[src/rtl/pinirq_pkg.sv]
package pinirq_pkg;

  typedef enum logic [1:0] {
    SEL_ENABLE   = 2'd0,
    SEL_POLARITY = 2'd1,
    SEL_FLAGS    = 2'd2,
    SEL_NONE     = 2'd3
  } regSel_e;

  typedef struct packed {
    logic loadEnable;
    logic loadPolarity;
    logic clearFlags;
  } ctrlStrobe_t;

endpackage

[src/rtl/pinirq_sync.sv]
module pinirq_sync #(
  parameter int WIDTH  = 8,
  parameter int STAGES = 2
) (
  input  logic             clk,
  input  logic             rstN,
  input  logic [WIDTH-1:0] asyncIn,
  output logic [WIDTH-1:0] syncOut
);

  logic [WIDTH-1:0] stageQ [STAGES];

  always_ff @(posedge clk or negedge rstN) begin
    if (!rstN) begin
      for (int s = 0; s < STAGES; s++) stageQ[s] <= '0;
    end else begin
      stageQ[0] <= asyncIn;
      for (int s = 1; s < STAGES; s++) stageQ[s] <= stageQ[s-1];
    end
  end

  assign syncOut = stageQ[STAGES-1];

endmodule

[src/rtl/pinirq_ctrl.sv]
module pinirq_ctrl
  import pinirq_pkg::*;
(
  input  logic [1:0]  regSel,
  input  logic        wrEn,
  output ctrlStrobe_t strobe,
  output regSel_e     rdSel
);

  always_comb begin
    rdSel  = regSel_e'(regSel);
    strobe = '0;
    if (wrEn) begin
      unique case (rdSel)
        SEL_ENABLE:   strobe.loadEnable   = 1'b1;
        SEL_POLARITY: strobe.loadPolarity = 1'b1;
        SEL_FLAGS:    strobe.clearFlags   = 1'b1;
        default:      strobe = '0;
      endcase
    end
  end

endmodule

[src/rtl/pinirq_datapath.sv]
module pinirq_datapath
  import pinirq_pkg::*;
#(
  parameter int NUM_PINS = 8,
  parameter int REG_W    = 8
) (
  input  logic                clk,
  input  logic                rstN,
  input  logic [NUM_PINS-1:0] syncIn,
  input  ctrlStrobe_t         strobe,
  input  regSel_e             rdSel,
  input  logic [REG_W-1:0]    wrData,
  output logic [REG_W-1:0]    rdData,
  output logic                irqOut,
  output logic [NUM_PINS-1:0] enVec,
  output logic [NUM_PINS-1:0] polVec,
  output logic [NUM_PINS-1:0] flagVec,
  output logic [NUM_PINS-1:0] prevVec
);

  logic [NUM_PINS-1:0] enQ, polQ, flagQ, prevQ, edgeHit;
  logic [NUM_PINS-1:0] wrLow;
  logic                irqQ;

  assign wrLow = wrData[NUM_PINS-1:0];

  always_ff @(posedge clk or negedge rstN) begin
    if (!rstN) begin
      enQ   <= '0;
      polQ  <= '0;
      prevQ <= '0;
      irqQ  <= 1'b0;
    end else begin
      if (strobe.loadEnable)   enQ  <= wrLow;
      if (strobe.loadPolarity) polQ <= wrLow;
      prevQ <= syncIn;
      irqQ  <= |(flagQ & enQ);
    end
  end

  for (genvar g = 0; g < NUM_PINS; g++) begin : g_pin
    assign edgeHit[g] = polQ[g] ? (syncIn[g] & ~prevQ[g])
                                : (~syncIn[g] & prevQ[g]);

    always_ff @(posedge clk or negedge rstN) begin
      if (!rstN)                                flagQ[g] <= 1'b0;
      else if (edgeHit[g])                      flagQ[g] <= 1'b1;
      else if (strobe.clearFlags && wrLow[g])   flagQ[g] <= 1'b0;
    end
  end

  always_comb begin
    unique case (rdSel)
      SEL_ENABLE:   rdData = REG_W'(enQ);
      SEL_POLARITY: rdData = REG_W'(polQ);
      SEL_FLAGS:    rdData = REG_W'(flagQ);
      default:      rdData = '0;
    endcase
  end

  assign irqOut  = irqQ;
  assign enVec   = enQ;
  assign polVec  = polQ;
  assign flagVec = flagQ;
  assign prevVec = prevQ;

endmodule

[src/rtl/pinirq_top.sv]
module pinirq_top
  import pinirq_pkg::*;
#(
  parameter int NUM_PINS    = 8,
  parameter int REG_W       = 8,
  parameter int SYNC_STAGES = 2
) (
  input  logic                clk,
  input  logic                rstN,
  input  logic [NUM_PINS-1:0] pinIn,
  input  logic [1:0]          regSel,
  input  logic                wrEn,
  input  logic [REG_W-1:0]    wrData,
  output logic [REG_W-1:0]    rdData,
  output logic                irqOut
);

  ctrlStrobe_t         strobe;
  regSel_e             rdSel;
  logic [NUM_PINS-1:0] syncVec;
  logic [NUM_PINS-1:0] enVec, polVec, flagVec, prevVec;

  pinirq_sync #(.WIDTH(NUM_PINS), .STAGES(SYNC_STAGES)) u_sync (
    .clk(clk), .rstN(rstN), .asyncIn(pinIn), .syncOut(syncVec)
  );

  pinirq_ctrl u_ctrl (
    .regSel(regSel), .wrEn(wrEn), .strobe(strobe), .rdSel(rdSel)
  );

  pinirq_datapath #(.NUM_PINS(NUM_PINS), .REG_W(REG_W)) u_dp (
    .clk(clk), .rstN(rstN), .syncIn(syncVec), .strobe(strobe),
    .rdSel(rdSel), .wrData(wrData), .rdData(rdData), .irqOut(irqOut),
    .enVec(enVec), .polVec(polVec), .flagVec(flagVec), .prevVec(prevVec)
  );

endmodule

[config.mk]
export PLATFORM = sky130hd
export DESIGN_NAME = pinirq_top
export DESIGN_NICKNAME = d
export VERILOG_FILES = /design/src/rtl/pinirq_pkg.sv /design/src/rtl/pinirq_sync.sv /design/src/rtl/pinirq_ctrl.sv /design/src/rtl/pinirq_datapath.sv /design/src/rtl/pinirq_top.sv
export SDC_FILE = /design/constraint.sdc
export NUM_CORES = 1
export LEC_CHECK = 0
export BUFFER_PORTS_ARGS = -buffer_cell sky130_fd_sc_hd__buf_4
export CAP_MARGIN = 20
export CORE_MARGIN = 2
export CORE_UTILIZATION = 42
export CTS_BUF_LIST = sky130_fd_sc_hd__clkbuf_8
export CTS_CLUSTER_SIZE = 40
export DETAILED_ROUTE_END_ITERATION = 7
export PLACE_DENSITY_LB_ADDON = 0.3
export SLEW_MARGIN = 20
export SYNTH_ARGS = -nofsm -noshare
export SYNTH_HDL_FRONTEND = slang
export SYNTH_SLANG_ARGS = --single-unit
[constraint.sdc]
create_clock -name clk -period 1.1 [get_ports clk]
set_input_delay 0.22 -clock clk [delete_from_list [all_inputs] [get_ports clk]]
set_output_delay 0.22 -clock clk [all_outputs]
set_load 0.02 [all_outputs]
# Word level (Yosys, flattened, before mapping)
# Index checks and enable logic that the tools add are counted.
dict set report classes {
  n_eq_ne 2
  muxes 29
  bitwise 33
  reduce_logical 18
}
# operator n
set ops {}
lappend ops {{1-bit 2-to-1 mux} 27}
lappend ops {{8-bit case mux with 3 select lines} 1}
lappend ops {{1-bit bitwise AND} 16}
lappend ops {{1-bit inverter} 16}
lappend ops {{2-bit nonzero test} 8}
lappend ops {{8-bit bitwise AND} 1}
lappend ops {{1-bit logical AND} 8}
lappend ops {{8-bit OR reduction} 1}
lappend ops {{3-bit 2-to-1 mux} 1}
lappend ops {{2-bit by 1-bit equality test with 1-bit output (second input constant)} 1}
lappend ops {{2-bit equality test (second input constant)} 1}
lappend ops {{2-bit zero test} 1}
dict set report word_totals {
  register_bits 49
  in_bits 21
  output_inout_bits 9
  wordCells 96
}

# Longest topological paths before layout
# Gate-level depths: netlist (run 1).
dict set report logic_depth {
  word_depth 6
  depth_mapped 4
  depth_no_buf 2
}

# Modules after synthesis
# A second synthesis (run 1) with hierarchy kept.
dict set report unflattened {
  cells_unflattened 137
  hier_area_um2 1976.9
}
# mod instances cells_per_inst area_per_inst_um2 seq_area_each_um2
set modules_own_cells {}
lappend modules_own_cells {pinirq_datapath 1 108 1471.4 825.8}
lappend modules_own_cells {pinirq_sync 1 24 460.4 400.4}
lappend modules_own_cells {pinirq_ctrl 1 5 45.0 0.0}

# Worst setup path before layout (run 1)
# Ideal clock, no wire load.
dict set report synth_timing {
  path_kind {input port to output port}
  startpoint {input port regSel[0]}
  endpoint {output port rdData[5]}
  arrival_ps 1004
  path_slack_ps -124
  cell_stages 4
  path_cell_list {buf_2 -> buf_6 -> mux2i_1 -> o2bb2ai_1}
}
dict set report synth_via {
  elab_chain_cells 2
  word_cells_on_any_way 4
}
# element line
set synth_lines {}
lappend synth_lines {{start, declared} pinirq_top.sv:11} ;# input logic [1:0] regSel,
lappend synth_lines {{2-bit equality test, or another cell as far along} pinirq_datapath.sv:53} ;# unique case (rdSel)
lappend synth_lines {{8-bit case mux with 3 select lines (*)} pinirq_datapath.sv:53}
lappend synth_lines {{end, declared} pinirq_top.sv:14} ;# output logic [REG_W-1:0] rdData,
# Mark *: on every way between the ends. The rest lies on a longest branch, timed or not.

# Worst setup path in the final report (run 1)
dict set report layout_timing {
  startpoint {register u_dp.polQ[0], in the netlist u_dp.polVec[0]}
  endpoint {output port rdData[0]}
}
dict set report layout_via {
  elab_chain_cells 1
}
# element line
set layout_lines {}
lappend layout_lines {{start, declared} pinirq_datapath.sv:21} ;# logic [NUM_PINS-1:0] enQ, polQ, flagQ, prevQ, edgeHit;
lappend layout_lines {{start signal, assigned} pinirq_datapath.sv:35} ;# if (strobe.loadPolarity) polQ <= wrLow;
lappend layout_lines {{8-bit case mux with 3 select lines} pinirq_datapath.sv:53}
# No other way between the ends.

==> results of run 1 <==
[final cells by class]
cell class / count / area share
tap: 52 / 0.0246
multi-input combinational: 72 / 0.274
clock inverter: 1 / 0.00142
clock buffer: 6 / 0.0312
timing repair buffer: 63 / 0.205
sequential: 49 / 0.463
[cells by family (layout without fill, tap and decap cells)]
kind of cell,count (synthesis),count (layout)
DFF,49,49
muxes,24,24
and+or+nand+nor,28,28
buffers and inverters,6,70
AOI/OAI and AO/OA,20,20
[synthesized netlist by cell type]
library cell   n  area share
nand4b_1       8       0.036
dfrtp_1       49        0.63
clkbuf_1       1      0.0019
buf_6          3       0.017
nand3b_2       1      0.0058
nand4_1        1      0.0032
o2bb2ai_1      8       0.036
nor3b_1        8       0.031
a22oi_1        4       0.016
buf_2          2      0.0052
mux2i_1        8       0.041
a221o_1        8       0.041
mux2_2        16       0.093
nor3b_4        1      0.0097
nor2b_1        9       0.029
[layer usage]
layer | part of all wire | vias to the layer above | GRT usage | wire length, microns
met4 | 0.015 | 0 | 0.0629 | 62
met2 | 0.48 | 32 | 0.264 | 1980
li1 | - | 610 | - | -
met3 | 0.038 | 9 | 0.0444 | 157
met5 | 0 | - | 0 | 0
met1 | 0.46 | 670 | 0.239 | 1910
[state kept, by name (all words and copies together), names as in the netlist]
register and cells:
u_sync.syncOut 8, u_dp.flagVec 8, u_dp.polVec 8, u_dp.prevVec 8
u_dp.enVec 8, u_dp.irqOut 1, u_sync.stageQ 8
[worst paths after layout]
kind                                         from                end  slack (ps)  cells past startpoint
worst min register to register  u_sync.stageQ[12]  u_sync.syncOut[4]         350                      0
max in group asynchronous                    rstN      u_dp.enVec[4]         340                      3
worst min-delay path                     pinIn[7]  u_sync.stageQ[15]          20                      1
worst max-delay path               u_dp.polVec[0]          rdData[0]        -250                      3
min in group asynchronous                    rstN      u_dp.enVec[7]         350                      2
worst max register to register     u_dp.polVec[1]    u_dp.flagVec[1]         -70                      4
[power by group through the flow]
stage                     clock network, mW  logic [mW]  registers [mW]
final                                  1.05        1.00            2.16
after detailed placement                  0       0.739            2.22
after global routing                   1.14        1.09            2.19
after floorplan                           0       0.464            2.17
after CTS                              1.07       0.929            2.16
after global placement                    0       0.716            2.20
[what timing repair did]
action / in CTS / in global routing
hold endpoints to repair: 18 / 0
endpoints found under the setup margin: 8 / 8
pin swaps: 6 / 3
setup buffers: 11 / 7
gates resized for setup: 9 / 1
hold buffers: 1 / 0
[worst register-to-register path, delay by kind of cell, from the launching register on]
kind	cells	cell delay, ps
and+or+nand+nor	1	120
AOI/OAI and AO/OA	1	280
buffers and inverters	2	270
DFF	1	400
==> metrics.md, run 1 <==
| Metric | Value |
|---|---|
| Worst-skew pair later-pin latency | 290 ps |
| Setup WS pre-CTS | -160 ps |
| Clock power share | 0.248 |
| Layout area overhead | 36.6% |
| Mux contribution to synthesized area | 0.134 |
| Max-slew headroom | 0.797 |
| Post-route minimum period | 1350 ps |
| Die H | 71.9 microns |
| Hold Crit Class | input pin to register |
| Arrival @ worst endpoint | 1130 ps |
| Core area | 0.00438 sq mm |
| Top Family by Delay on Critical Path | flip-flops |
| FF+latch area | 0.00123 sq mm |
| Cells after DPL | 217 |
| TritonRoute pass-1 iters | 4 |
| Die area | 0.00517 sq mm |
| Number of port buffers | 29 |
| DRC | 0 |
| Power Dens Cells | 1590 mW/mm^2 |
| Via/cell ratio | 5.44 |
| Final HPWL DP | 2.75 mm |
| Reg power frac | 0.514 |
| First-pass GRT wire length | 6.74 mm |
| Synth Area in Compound Gates | 0.0930 |
| TritonCTS clock tree | done |
| Outcome | finished, violations left |
| Worst-case clock buffer depth | 2 |
| FMAX | 741 MHz |
| Largest net degree at the start of global routing | 22 |
| Finished Layout Cells | 243 |
| Initial core utilization | 0.442 |
| Period Utilization, post-route | 1.23 |
| Worst Path Buf+Inv | 1 |
| Cell Chain, Critical Path | mux2i_2 -> o2bb2ai_2 -> buf_6 |
| Grt total ovfl | 0 |
| MaxCap Viol Count | 0 |
| Most frequent cells in the layout | 51 x buf_4, 49 x dfrtp_1, 15 x mux2_2 |
| Max-slew violations | 0 |
| Pwr Total | 4.21 mW |
| RSZ-0062 raised after global routing | yes |
| Mapped Cells | 127 |
| Worst slew pin tran | 304 ps |
| Skew final | 6.29 ps |
| Post-synthesis cell type count | 15 |
| Final setup fails | 12 |
| Post-Syn Nets | 148 |
| Failing checks | negative setup slack |
| Crit. End Element | output pin |
| Syn. warnings | 0 |
| Num rows | 24 |
| Comb pwr share | 0.238 |
| Critical path class | register to output pin |
| CP Launch Type | register |
| Maximum VDD drop | 0.796 mV |
| LEAKAGE | 1.16 nW |
| Simple-gate share of the synthesized area | 0.115 |
| Area post-placement | 0.00238 sq mm |
| Final Hold Fails | 0 |
| H-tree depth reported by CTS | 2 |
| NumNets Final | 212 |
| DR vias | 1321 |
| Main combinational cell family by area after synthesis | multiplexers |
| Fin area | 0.00265 sq mm |
| Psw | 1.11 mW |
| Routability Congestion | 0.794 |
| Drt initial violations | 34 |
| CP max FO | 3 |
| Routed len/inst | 16.9 microns |
| TNS Setup | -1950 ps |
| Multi-input gate area | 726 sq um |
| Routed Antenna Nets | 0 |
| Die Width | 71.9 microns |
| Register area share after synthesis | 0.633 |
| Hold Slack | 22.7 ps |
| Diode count | 0 |
| Avg Synthesized Cell Area | 15.3 sq um |
| P_int | 3.10 mW |
| Most common cell after layout, fill and taps aside | buf_4 |
| Mapped cell area | 0.00194 sq mm |
| Crit path max-delay cell type | dfrtp_1 |
| Max incr delay on CP | 410 ps |
| CTS sink count | 49 |
| CTS clk-pin slew, worst paths | 90 ps |
| I/O pins | 30 |
| Critical Path RT | 880 ps |
| GRT Util Overall | 0.172 |
| Final worst slack | -249 ps |
| Number of global-route vias before repair | 1351 |
| Fin util | 0.604 |
| Sw frac | 0.264 |
| WL final | 4.11 mm |
| Ratio of cells with drive above 1 in the final layout | 0.503 |
| Initial antenna violation count | 0 |
| Fillers | 348 |
| Post-Synth XOR/XNOR Area | 0 |
| Adder-cell share of the synthesized area | 0 |
| CTS Buf Count | 5 |
| Flops & latches, synth | 49 |
| Root buffer cell | clkbuf_8 |
(Power assumes the default switching activity.)
==> run 2: changes to the inputs <==
==> constraint.sdc (replaced) <==
create_clock -name clk -period 1.5 [get_ports clk]
set_input_delay 0.3 -clock clk [delete_from_list [all_inputs] [get_ports clk]]
set_output_delay 0.3 -clock clk [all_outputs]
set_load 0.02 [all_outputs]
==> run 2 against run 1 <==
Compared with the run above: the run now ends clean; critical path type unchanged; register-to-register slack better by 370 ps; critical path depth stayed put; largest power group unchanged; sequential cell count unchanged; sequential power shrank 26%; global-route usage shrank 1.6 points; routed wire length is 10% lower; power fell by 32%; first-iteration DRC count increased by 56%; critical endpoint is now rdData[5]; clock power fell by 28%.
==> metrics.md, run 2 (synthesized netlist as in run 1, its figures left out) <==
| Metric | Value |
|---|---|
| TritonRoute pass-1 iters | 4 (unchanged) |
| RSZ-0062 raised after global routing | no |
| DRC | 0 (unchanged) |
| CP Launch Type | register |
| Post-route minimum period | 1430 ps |
| Initial antenna violation count | 0 (unchanged) |
| Routability Congestion | 0.757 (-4.7%) |
| Max-slew violations | 0 (unchanged) |
| CP max FO | 4 (+1) |
| Final worst slack | 71.1 ps (+320 ps) |
| Critical Path RT | 1200 ps (+320 ps) |
| CTS sink count | 49 (unchanged) |
| Hold Crit Class | input pin to asynchronous set/reset pin |
| FMAX | 700 MHz |
| TNS Setup | 0 ps (+1950 ps) |
| Outcome | finished, final reports clean |
| LEAKAGE | 1.00 nW (-13%) |
| Number of global-route vias before repair | 1255 (-7.1%) |
| Max-slew headroom | 0.603 (-0.195) |
| Drt initial violations | 53 (+56%) |
| R2r worst-path depth | 4 (unchanged) |
| I/O pins | 30 (unchanged) |
| Diode count | 0 (unchanged) |
| Skew final | 4.92 ps (-1.37 ps) |
| Crit path max-delay cell type | dfrtp_1 |
| WL final | 3.69 mm (-10%) |
| MaxCap Viol Count | 0 (unchanged) |
| Largest net degree at the start of global routing | 50 (+130%) |
| TritonCTS clock tree | done |
| Ratio of cells with drive above 1 in the final layout | 0.376 (-0.127) |
| CP Launch Point | u_dp.polVec[5] |
| Crit path to | rdData[5] |
| Final setup fails | 0 (-12) |
| Number of port buffers | 29 (unchanged) |
| GRT Util Overall | 0.156 (-0.0162) |
| H-tree depth reported by CTS | 2 (unchanged) |
| R2r endpoint | u_dp.flagVec[1] |
| Root buffer cell | clkbuf_8 |
| Worst slew pin tran | 596 ps (+292 ps) |
| Setup WS pre-CTS | 79.8 ps (+239 ps) |
| Number of hold buffers added after cts | 0 (-1) |
| Crit. End Element | output pin |
| Period Utilization, post-route | 0.953 |
| Final Hold Fails | 0 (unchanged) |
| Maximum VDD drop | 0.750 mV (-5.8%) |
| Flop-to-flop setup slack | 300 ps (+370 ps) |
| First-pass GRT wire length | 6.02 mm (-11%) |
| Die area | 0.00517 sq mm (unchanged) |
| Worst r2r src | u_dp.polVec[1] |
| Initial core utilization | 0.442 (unchanged) |
| Via/cell ratio | 5.51 (+1.4%) |
| Routed len/inst | 17.0 microns (+0.69%) |
| Power Dens Cells | 1220 mW/mm^2 (-23%) |
| Most frequent cells in the layout | 49 x dfrtp_1, 35 x buf_4, 16 x mux2_2 |
| CTS Buf Count | 5 (unchanged) |
| Die Width | 71.9 microns (unchanged) |
| Final HPWL DP | 2.63 mm (-4.4%) |
| Arrival @ worst endpoint | 1130 ps (about the same) |
| Cell Chain, Critical Path | mux2i_1 -> o2bb2ai_1 -> buf_4 |
| CTS clk-pin slew, worst paths | 80 ps (about the same) |
| DR vias | 1196 (-9.5%) |
| Layout area overhead | 20.9% |
| Most common cell after layout, fill and taps aside | dfrtp_1 |
| Core area | 0.00438 sq mm (unchanged) |
| NumNets Final | 186 (-12%) |
| Critical path class | register to output pin |
| Grt total ovfl | 0 (unchanged) |
| Die H | 71.9 microns (unchanged) |
| Worst-case clock buffer depth | 2 (unchanged) |
| Routed Antenna Nets | 0 (unchanged) |
| Max incr delay on CP | 400 ps (about the same) |
| Worst-skew pair later-pin latency | 290 ps (about the same) |
| Num rows | 24 (unchanged) |
==> run 2: cell types whose count changed in the layout (fill, tap and decap cells not counted), moves of 2 or more <==
cell       delta
buf_4        -16
o2bb2ai_1     +7
o2bb2ai_2     -7
buf_6         -7
buf_12        -2
==> run 2: repair_timing <==
item | 4_1_cts | 5_1_grt
setup buffers | 0 | 2
gates resized for setup | 0 | 2
setup endpoints to repair | 0 | 1
==> run 2: cell type report <==
| type | instances | area (sq um) |
|---|---|---|
| timing repair buffer | 37 | 294 |
| fill | 368 | 2040 |
| clock buffer | 6 | 82.6 |
| multi-input combinational | 72 | 669 |
| sequential | 49 | 1230 |
| clock inverter | 1 | 3.75 |
| tap | 52 | 65.1 |
==> run 2: critical path, delay by kind of cell (launching register included) <==
family,cells,cell delay (ps)
AO/OA/AOI/OAI,1,180
multiplexers,1,90
flip-flops,1,400
buffers and inverters,1,170
==> run 2: stage by stage <==
step | cells | util | hold slack (ps) | power, mW | area, sq um
final | 217 | 0.534 | 15.3 | 2.85 | 2340
after global routing | 217 | 0.534 | 55.3 | 3.01 | 2340
after CTS | 215 | 0.528 | 30.5 | 2.86 | 2320
after detailed placement | 208 | 0.509 | 336 | 2.11 | 2230
after global placement | 208 | 0.509 | 332 | 2.08 | 2230
after floorplan | 127 | - | 4.41 | 1.89 | 1940
==> run 2: how the worst min path moves through the flow <==
stage / from / to / slack, ps
final: rstN / u_sync.syncOut[6] / 20
after global routing: rstN / u_dp.flagVec[4] / 60
after CTS: rstN / u_sync.syncOut[6] / 30
after detailed placement: u_sync.stageQ[12] / u_sync.syncOut[4] / 340
after global placement: u_sync.stageQ[10] / u_sync.syncOut[2] / 330
after floorplan: rstN / u_dp.enVec[0] / 4
==> run 2: where the power goes <==
group | switching (mW) | internal, mW
logic | 0.222 | 0.284
clock network | 0.392 | 0.359
registers | 0.122 | 1.47
==> run 2: layer usage <==
layer | wire length (microns) | global-route usage
met1 | 1660 | 0.210
met2 | 1820 | 0.240
met3 | 159 | 0.0333
met4 | 56 | 0.0818
met5 | 0 | 0
